## src/rtl/wcs_pkg.sv

```systemverilog
package wcs_pkg;
  localparam int BYTE_W = 8;
  localparam int ADDR_W = 7;
  localparam int CNT_W  = $clog2(BYTE_W + 1);
  localparam logic [3:0] ADDR_PREFIX = 4'b0101;
  localparam int CMD_VOL_BIT = 0;
  localparam int CMD_NV_BIT  = 1;

  typedef enum logic [1:0] {ST_IDLE, ST_RECV, ST_ACK} link_state_e;
  typedef enum logic [1:0] {SLOT_ADDR, SLOT_CMD, SLOT_DATA} slot_e;
endpackage

```

## src/rtl/wcs_line_sync.sv

```systemverilog
module wcs_line_sync #(
  parameter int STAGES = 2
) (
  input  logic clk_i,
  input  logic rst_ni,
  input  logic scl_i,
  input  logic sda_i,
  output logic scl_lvl_o,
  output logic sda_lvl_o,
  output logic scl_rise_o,
  output logic scl_fall_o,
  output logic start_o,
  output logic stop_o
);
  localparam int DEPTH = STAGES + 1;

  logic [1:0] raw, lvl, prv;
  assign raw = {sda_i, scl_i};

  // per line: STAGES synchroniser flops plus one history flop for edges
  for (genvar g = 0; g < 2; g++) begin : g_line
    logic [DEPTH-1:0] pipe;
    always_ff @(posedge clk_i or negedge rst_ni) begin
      if (!rst_ni) pipe <= '1;
      else         pipe <= {pipe[DEPTH-2:0], raw[g]};
    end
    assign lvl[g] = pipe[STAGES-1];
    assign prv[g] = pipe[STAGES];
  end

  assign scl_lvl_o  = lvl[0];
  assign sda_lvl_o  = lvl[1];
  assign scl_rise_o = lvl[0] & ~prv[0];
  assign scl_fall_o = ~lvl[0] & prv[0];
  assign start_o    = lvl[0] & prv[0] & prv[1] & ~lvl[1];
  assign stop_o     = lvl[0] & prv[0] & ~prv[1] & lvl[1];
endmodule

```

## src/rtl/wcs_frame_fsm.sv

```systemverilog
module wcs_frame_fsm
  import wcs_pkg::*;
#(
  parameter logic [1:0] FIXED_BITS = 2'b00
) (
  input  logic              clk_i,
  input  logic              rst_ni,
  input  logic              scl_lvl_i,
  input  logic              sda_lvl_i,
  input  logic              scl_rise_i,
  input  logic              scl_fall_i,
  input  logic              start_i,
  input  logic              stop_i,
  input  logic              addr_pin_i,
  output logic              sda_oe_o,
  output logic              wr_stb_o,
  output logic [BYTE_W-1:0] wr_cmd_o,
  output logic [BYTE_W-1:0] wr_data_o
);
  localparam logic [CNT_W-1:0] FULL_CNT = CNT_W'(BYTE_W);

  link_state_e       state_q;
  slot_e             slot_q;
  logic [CNT_W-1:0]  bit_cnt_q;
  logic [BYTE_W-1:0] shreg_q, cmd_q, data_q;
  logic              nop_q, sda_oe_q, wr_stb_q;
  logic [ADDR_W-1:0] own_addr;
  logic              addr_hit, cmd_selects;

  assign own_addr    = {ADDR_PREFIX, FIXED_BITS, addr_pin_i};
  assign addr_hit    = shreg_q[BYTE_W-1:1] == own_addr;
  assign cmd_selects = cmd_q[CMD_VOL_BIT] | cmd_q[CMD_NV_BIT];

  always_ff @(posedge clk_i or negedge rst_ni) begin
    if (!rst_ni) begin
      state_q   <= ST_IDLE;
      slot_q    <= SLOT_ADDR;
      bit_cnt_q <= '0;
      shreg_q   <= '0;
      cmd_q     <= '0;
      data_q    <= '0;
      nop_q     <= 1'b0;
      sda_oe_q  <= 1'b0;
      wr_stb_q  <= 1'b0;
    end else begin
      wr_stb_q <= 1'b0;
      if (start_i) begin
        // START or repeated START: always restart address reception
        state_q   <= ST_RECV;
        slot_q    <= SLOT_ADDR;
        bit_cnt_q <= '0;
        sda_oe_q  <= 1'b0;
      end else if (stop_i) begin
        state_q  <= ST_IDLE;
        sda_oe_q <= 1'b0;
      end else begin
        unique case (state_q)
          ST_RECV: begin
            if (scl_rise_i && bit_cnt_q != FULL_CNT) begin
              shreg_q   <= {shreg_q[BYTE_W-2:0], sda_lvl_i};
              bit_cnt_q <= bit_cnt_q + 1'b1;
            end else if (scl_fall_i && bit_cnt_q == FULL_CNT) begin
              unique case (slot_q)
                SLOT_ADDR: begin
                  if (addr_hit) begin
                    sda_oe_q <= 1'b1;
                    state_q  <= ST_ACK;
                    nop_q    <= shreg_q[0];
                  end else begin
                    state_q <= ST_IDLE;
                  end
                end
                SLOT_CMD: begin
                  sda_oe_q <= 1'b1;
                  state_q  <= ST_ACK;
                  cmd_q    <= shreg_q;
                end
                default: begin
                  sda_oe_q <= 1'b1;
                  state_q  <= ST_ACK;
                  data_q   <= shreg_q;
                  wr_stb_q <= cmd_selects;
                end
              endcase
            end
          end
          ST_ACK: begin
            if (scl_fall_i) begin
              sda_oe_q  <= 1'b0;
              bit_cnt_q <= '0;
              unique case (slot_q)
                SLOT_ADDR: begin
                  if (nop_q) state_q <= ST_IDLE;
                  else begin
                    state_q <= ST_RECV;
                    slot_q  <= SLOT_CMD;
                  end
                end
                SLOT_CMD: begin
                  state_q <= ST_RECV;
                  slot_q  <= SLOT_DATA;
                end
                default: state_q <= ST_IDLE;
              endcase
            end
          end
          default: ;
        endcase
      end
    end
  end

  assign sda_oe_o  = sda_oe_q;
  assign wr_stb_o  = wr_stb_q;
  assign wr_cmd_o  = cmd_q;
  assign wr_data_o = data_q;

  assert_stb_pulse_R11: assert property (@(posedge clk_i) disable iff (!rst_ni)
    wr_stb_q |=> !wr_stb_q);

  assert_stb_with_ack_R5: assert property (@(posedge clk_i) disable iff (!rst_ni)
    wr_stb_q |-> $rose(sda_oe_q));

  assert_oe_scl_low_R10: assert property (@(posedge clk_i) disable iff (!rst_ni)
    $rose(sda_oe_q) |-> !scl_lvl_i);

  assert_start_restart_R8: assert property (@(posedge clk_i) disable iff (!rst_ni)
    start_i |=> (state_q == ST_RECV && slot_q == SLOT_ADDR && bit_cnt_q == '0));

  assert_stop_discard_R7: assert property (@(posedge clk_i) disable iff (!rst_ni)
    stop_i |=> (!sda_oe_q && !wr_stb_q && state_q == ST_IDLE));

  assert_idle_quiet_R3: assert property (@(posedge clk_i) disable iff (!rst_ni)
    state_q == ST_IDLE |-> !sda_oe_q);
endmodule

```

## src/rtl/wiper_i2c_slave.sv

```systemverilog
module wiper_i2c_slave
  import wcs_pkg::*;
#(
  parameter logic [1:0] FIXED_BITS  = 2'b00,
  parameter int         SYNC_STAGES = 2
) (
  input  logic              clk_i,
  input  logic              rst_ni,
  input  logic              scl_i,
  input  logic              sda_i,
  input  logic              addr_pin_i,
  output logic              sda_oe_o,
  output logic              wr_stb_o,
  output logic [BYTE_W-1:0] wr_cmd_o,
  output logic [BYTE_W-1:0] wr_data_o
);
  logic scl_lvl, sda_lvl, scl_rise, scl_fall, start_evt, stop_evt;

  wcs_line_sync #(.STAGES(SYNC_STAGES)) i_sync (
    .clk_i      (clk_i),
    .rst_ni     (rst_ni),
    .scl_i      (scl_i),
    .sda_i      (sda_i),
    .scl_lvl_o  (scl_lvl),
    .sda_lvl_o  (sda_lvl),
    .scl_rise_o (scl_rise),
    .scl_fall_o (scl_fall),
    .start_o    (start_evt),
    .stop_o     (stop_evt)
  );

  wcs_frame_fsm #(.FIXED_BITS(FIXED_BITS)) i_fsm (
    .clk_i      (clk_i),
    .rst_ni     (rst_ni),
    .scl_lvl_i  (scl_lvl),
    .sda_lvl_i  (sda_lvl),
    .scl_rise_i (scl_rise),
    .scl_fall_i (scl_fall),
    .start_i    (start_evt),
    .stop_i     (stop_evt),
    .addr_pin_i (addr_pin_i),
    .sda_oe_o   (sda_oe_o),
    .wr_stb_o   (wr_stb_o),
    .wr_cmd_o   (wr_cmd_o),
    .wr_data_o  (wr_data_o)
  );
endmodule

```

## config.mk

```make
export PLATFORM = sky130hd
export DESIGN_NAME = wiper_i2c_slave
export DESIGN_NICKNAME = d
export VERILOG_FILES = /design/src/rtl/wcs_pkg.sv /design/src/rtl/wcs_line_sync.sv /design/src/rtl/wcs_frame_fsm.sv /design/src/rtl/wiper_i2c_slave.sv
export SDC_FILE = /design/constraint.sdc
export NUM_CORES = 1
export LEC_CHECK = 0
export ABC_AREA = 1
export BUFFER_PORTS_ARGS = -buffer_cell sky130_fd_sc_hd__buf_2
export CAP_MARGIN = 40
export CORE_MARGIN = 2
export CORE_UTILIZATION = 30
export CTS_CLUSTER_DIAMETER = 30
export DETAILED_ROUTE_END_ITERATION = 10
export GPL_TIMING_DRIVEN = 0
export PLACE_DENSITY = 0.47
export SYNTH_ARGS = -nofsm -noshare
export SYNTH_HDL_FRONTEND = slang
export SYNTH_SLANG_ARGS = --single-unit
```

## constraint.sdc

```tcl
create_clock -name clk_i -period 1.5 [get_ports clk_i]
set_clock_uncertainty 0.15 [all_clocks]
set_input_delay 0.075 -clock clk_i [delete_from_list [all_inputs] [get_ports clk_i]]
set_output_delay 0.075 -clock clk_i [all_outputs]
set_load 0.02 [all_outputs]
```

==> impl_metrics.json <==
{
  "status": "finished with violations",
  "violations": "setup timing",
  "synth_most_common_cell": "nand2_1",
  "clk_latency_ns": 0.30,
  "actual_slew_at_the_worst_max_slew_pin_ns": 0.533,
  "total_power_mw": 3.31,
  "synth.distinct_cells": 23,
  "placement_rows": 28,
  "hpwl_um": 2750,
  "ir_drop_uv": 487,
  "yosys-top-cells-area": "dfrtp_1 47%, nand2_1 11%, dfstp_2 8.4%",
  "drt_iter0_drc": 62,
  "rsz0062_at_grt": "yes",
  "pwr_density_cell_mw_per_mm2": 1290,
  "antenna_violations_before_repair": 0,
  "path_max_fanout": 8,
  "timing_max_transition_violations_final": 0,
  "synth.top_cell.area_share_pct": 46.7,
  "route.antenna.remaining_nets": 0,
  "leakagePower_nw": 1.24,
  "worst-path-buf-inv": 3,
  "synth_nets": 215,
  "min_path_type": "input pin to asynchronous set/reset pin",
  "placer_s_final_routability_congestion_estimate": 0.753,
  "post_synthesis_cell_count": 206,
  "global_route.overflow_total": 0,
  "cap_viol_max_count": 0,
  "met3_usage_pct": 3.58,
  "num_vias": 1456,
  "viasPerCell": 4.44,
  "cts_max_path_buffers": 2,
  "post_route_drc": 0,
  "globalRoute.busiestLayer": "met1",
  "drt_pass1_iterations": 5,
  "final-hold-violation-count": 0,
  "clock_tree_from_tritoncts": "yes",
  "final_critical_period_ns": 1.72,
  "die_area_mm2": 0.00690,
  "cell_class_contributing_the_biggest_share_of_worst_path_delay": "flip-flops",
  "synth.cell_area_mm2": 0.00188,
  "netlist.top_cell.by_area": "dfrtp_1",
  "core_area_mm2": 0.00599,
  "cells_along_the_critical_path": "inv_2, nor2_4, nand2_2, nor2_4, buf_12, nand2_8, buf_8, nand2_2, o21ai_2",
  "routed_wl_um": 4070,
  "required_time_at_the_endpoint_of_the_critical_path_ns": 1.55,
  "final_net_count": 261,
  "grt_pass1_vias": 1480,
  "layout_cells_sized_above_1_pct": 42.3,
  "cts_inserted_buffers": 5,
  "synthTopCellsByCount": "54 x nand2_1, 35 x dfrtp_1, 27 x inv_1, 19 x nor2_1, 16 x o21ai_2",
  "postSynthAreaPerCell_um2": 9.10,
  "seq_area_frac_synth_pct": 55.1,
  "timing.critical_path.from_type": "register",
  "worst_slew_margin_rel_pct": 64.5,
  "synth_flop_type": "dfrtp_1",
  "area_growth_syn_to_layout_pct": 36.8,
  "io_pins": 23,
  "synth-async-reset-ratio_pct": 100,
  "cp_slowest_stage_delay_ns": 0.56,
  "element_type_at_the_critical_path_end": "register",
  "grt_pass1_wl_um": 7340,
  "timing.final.crit_share_pct": 114,
  "globalRouteTotalUtil_pct": 13.2,
  "start_util_pct": 31.3,
  "timing.setup.critical_path_class": "register to register",
  "portBuffers": 22,
  "clkSinkCount": 41,
  "crit_path_top_delay_cell": "dfstp_2",
  "ys_seq_elements": 41,
  "synth-edff-count": 0,
  "yosysWarningCount": 0,
  "antenna_cells": 0,
  "die_x_um": 83.1,
  "gr-usage-met2_pct": 18.8,
  "reg_clk_slew_reported_paths_ns": 0.09,
  "postLayoutSetupSlackWorst_ns": -0.216,
  "wl_per_cell_um": 12.4,
  "die_height_um": 83.1,
  "worst-endpoint-arrival_ns": 1.76,
  "grt_util_met1_pct": 19.2,
  "fmaxAchievable_mhz": 583,
  "setup_viol_count_final": 27,
  "clock_tree.root_cell": "clkbuf_8",
  "holdWs_ns": 0.143,
  "htree_num_levels": 2,
  "grt_max_degree": 22
}
placed cells by master (no fill, tap or decap), types with 8 or more instances in the layout:
| master | Yosys | routed |
|---|---|---|
| nand2_2 | 2 | 11 |
| o21ai_0 | 14 | 9 |
| inv_1 | 27 | 22 |
| buf_2 | 0 | 22 |
| buf_4 | 0 | 8 |
| dfrtp_1 | 35 | 35 |
| o21ai_2 | 16 | 16 |
| nand3_1 | 10 | 8 |
| nand2_1 | 54 | 41 |
| nor2_1 | 19 | 13 |
per-stage QoR:
stage	instance area, µm²	setup WS (ns)	TNS (ns)	instances	util (%)
after global placement	2110	-0.301	-7.09	303	35.2
final	2560	-0.216	-4.09	328	42.8
after global routing	2560	-0.315	-7.67	328	42.8
after detailed placement	2130	-0.313	-7.37	304	35.6
after CTS	2510	-0.254	-4.92	326	41.9
after floorplan	1900	-0.133	-0.975	206	-
final timing paths:
| check | slack [ns] | end | start | depth (start not counted) |
|---|---|---|---|---|
| setup / recovery | -0.22 | i_fsm.wr_cmd_o[6]$_DFFE_PN0P_ | i_sync.g_line[0].pipe[2]$_DFF_PN1_ | 9 |
| hold / removal | 0.14 | i_fsm.bit_cnt_q[1]$_DFFE_PN0P_ | rst_ni | 2 |
| setup reg to reg | -0.22 | i_fsm.wr_cmd_o[6]$_DFFE_PN0P_ | i_sync.g_line[0].pipe[2]$_DFF_PN1_ | 9 |
| hold reg to reg | 0.21 | i_sync.g_line[1].pipe[1]$_DFF_PN1_ | i_sync.g_line[1].pipe[0]$_DFF_PN1_ | 0 |
| max in group asynchronous | 0.57 | i_fsm.sda_oe_o$_DFFE_PN0P_ | rst_ni | 3 |
| min in group clk_i | 0.20 | i_fsm.state_q[1]$_DFFE_PN0P_ | addr_pin_i | 7 |
state kept, by name, summed over array words and instances (netlist names):
register,cells
i_fsm.wr_data_o,8
i_fsm.nop_q,1
i_fsm.state_q,2
i_fsm.shreg_q,8
i_fsm.slot_q,2
i_fsm.bit_cnt_q,4
i_fsm.sda_oe_o,1
i_sync.g_line.pipe,6
i_fsm.wr_cmd_o,8
i_fsm.wr_stb_o,1
per-layer routing:
| metal | routed length (µm) | vias up |
|---|---|---|
| li1 | - | 740 |
| met1 | 2120 | 682 |
| met2 | 1730 | 27 |
| met3 | 143 | 7 |
| met4 | 78 | 0 |
| met5 | 0 | - |
logic make-up after synthesis:
logic type	after synthesis	share of synthesized area, %
simple gates	92	21.3
flops	41	55.1
compound gates	36	12.9
buf+inv	31	7.00
fa+ha+maj	4	2.67
xor+xnor	2	0.934
cell type report:
type                       instances  area (µm²)
buffer                             3        42.5
clock buffer                       5        68.8
clock inverter                     3        43.8
fill                             594        3430
inverter                          28         108
multi-input combinational        134         846
sequential                        41        1030
tap                               75        93.8
timing repair buffer              39         329
what timing repair did:
action,in CTS,in global routing
hold buffers,3,0
setup endpoints to repair,35,35
cloned,2,0
resized for setup,32,19
pin swaps,7,6
hold endpoints to repair,43,0
setup buffers,9,2
where the power goes:
part	leakage [nW]	total (mW)	internal [mW]	switching [mW]
Sequential	0.540	1.40	1.27	0.131
Clock	0.0585	0.918	0.499	0.418
Combinational	0.640	0.997	0.381	0.616
Total	1.24	3.31	2.15	1.17
worst register-to-register path: cells and delay by family (launching register included):
kind,cells,cell delay [ns]
AO/OA/AOI/OAI,1,0.04
buffers and inverters,3,0.35
flip-flops,1,0.56
AND/OR/NAND/NOR,5,0.51
(Power assumes the default switching activity.)
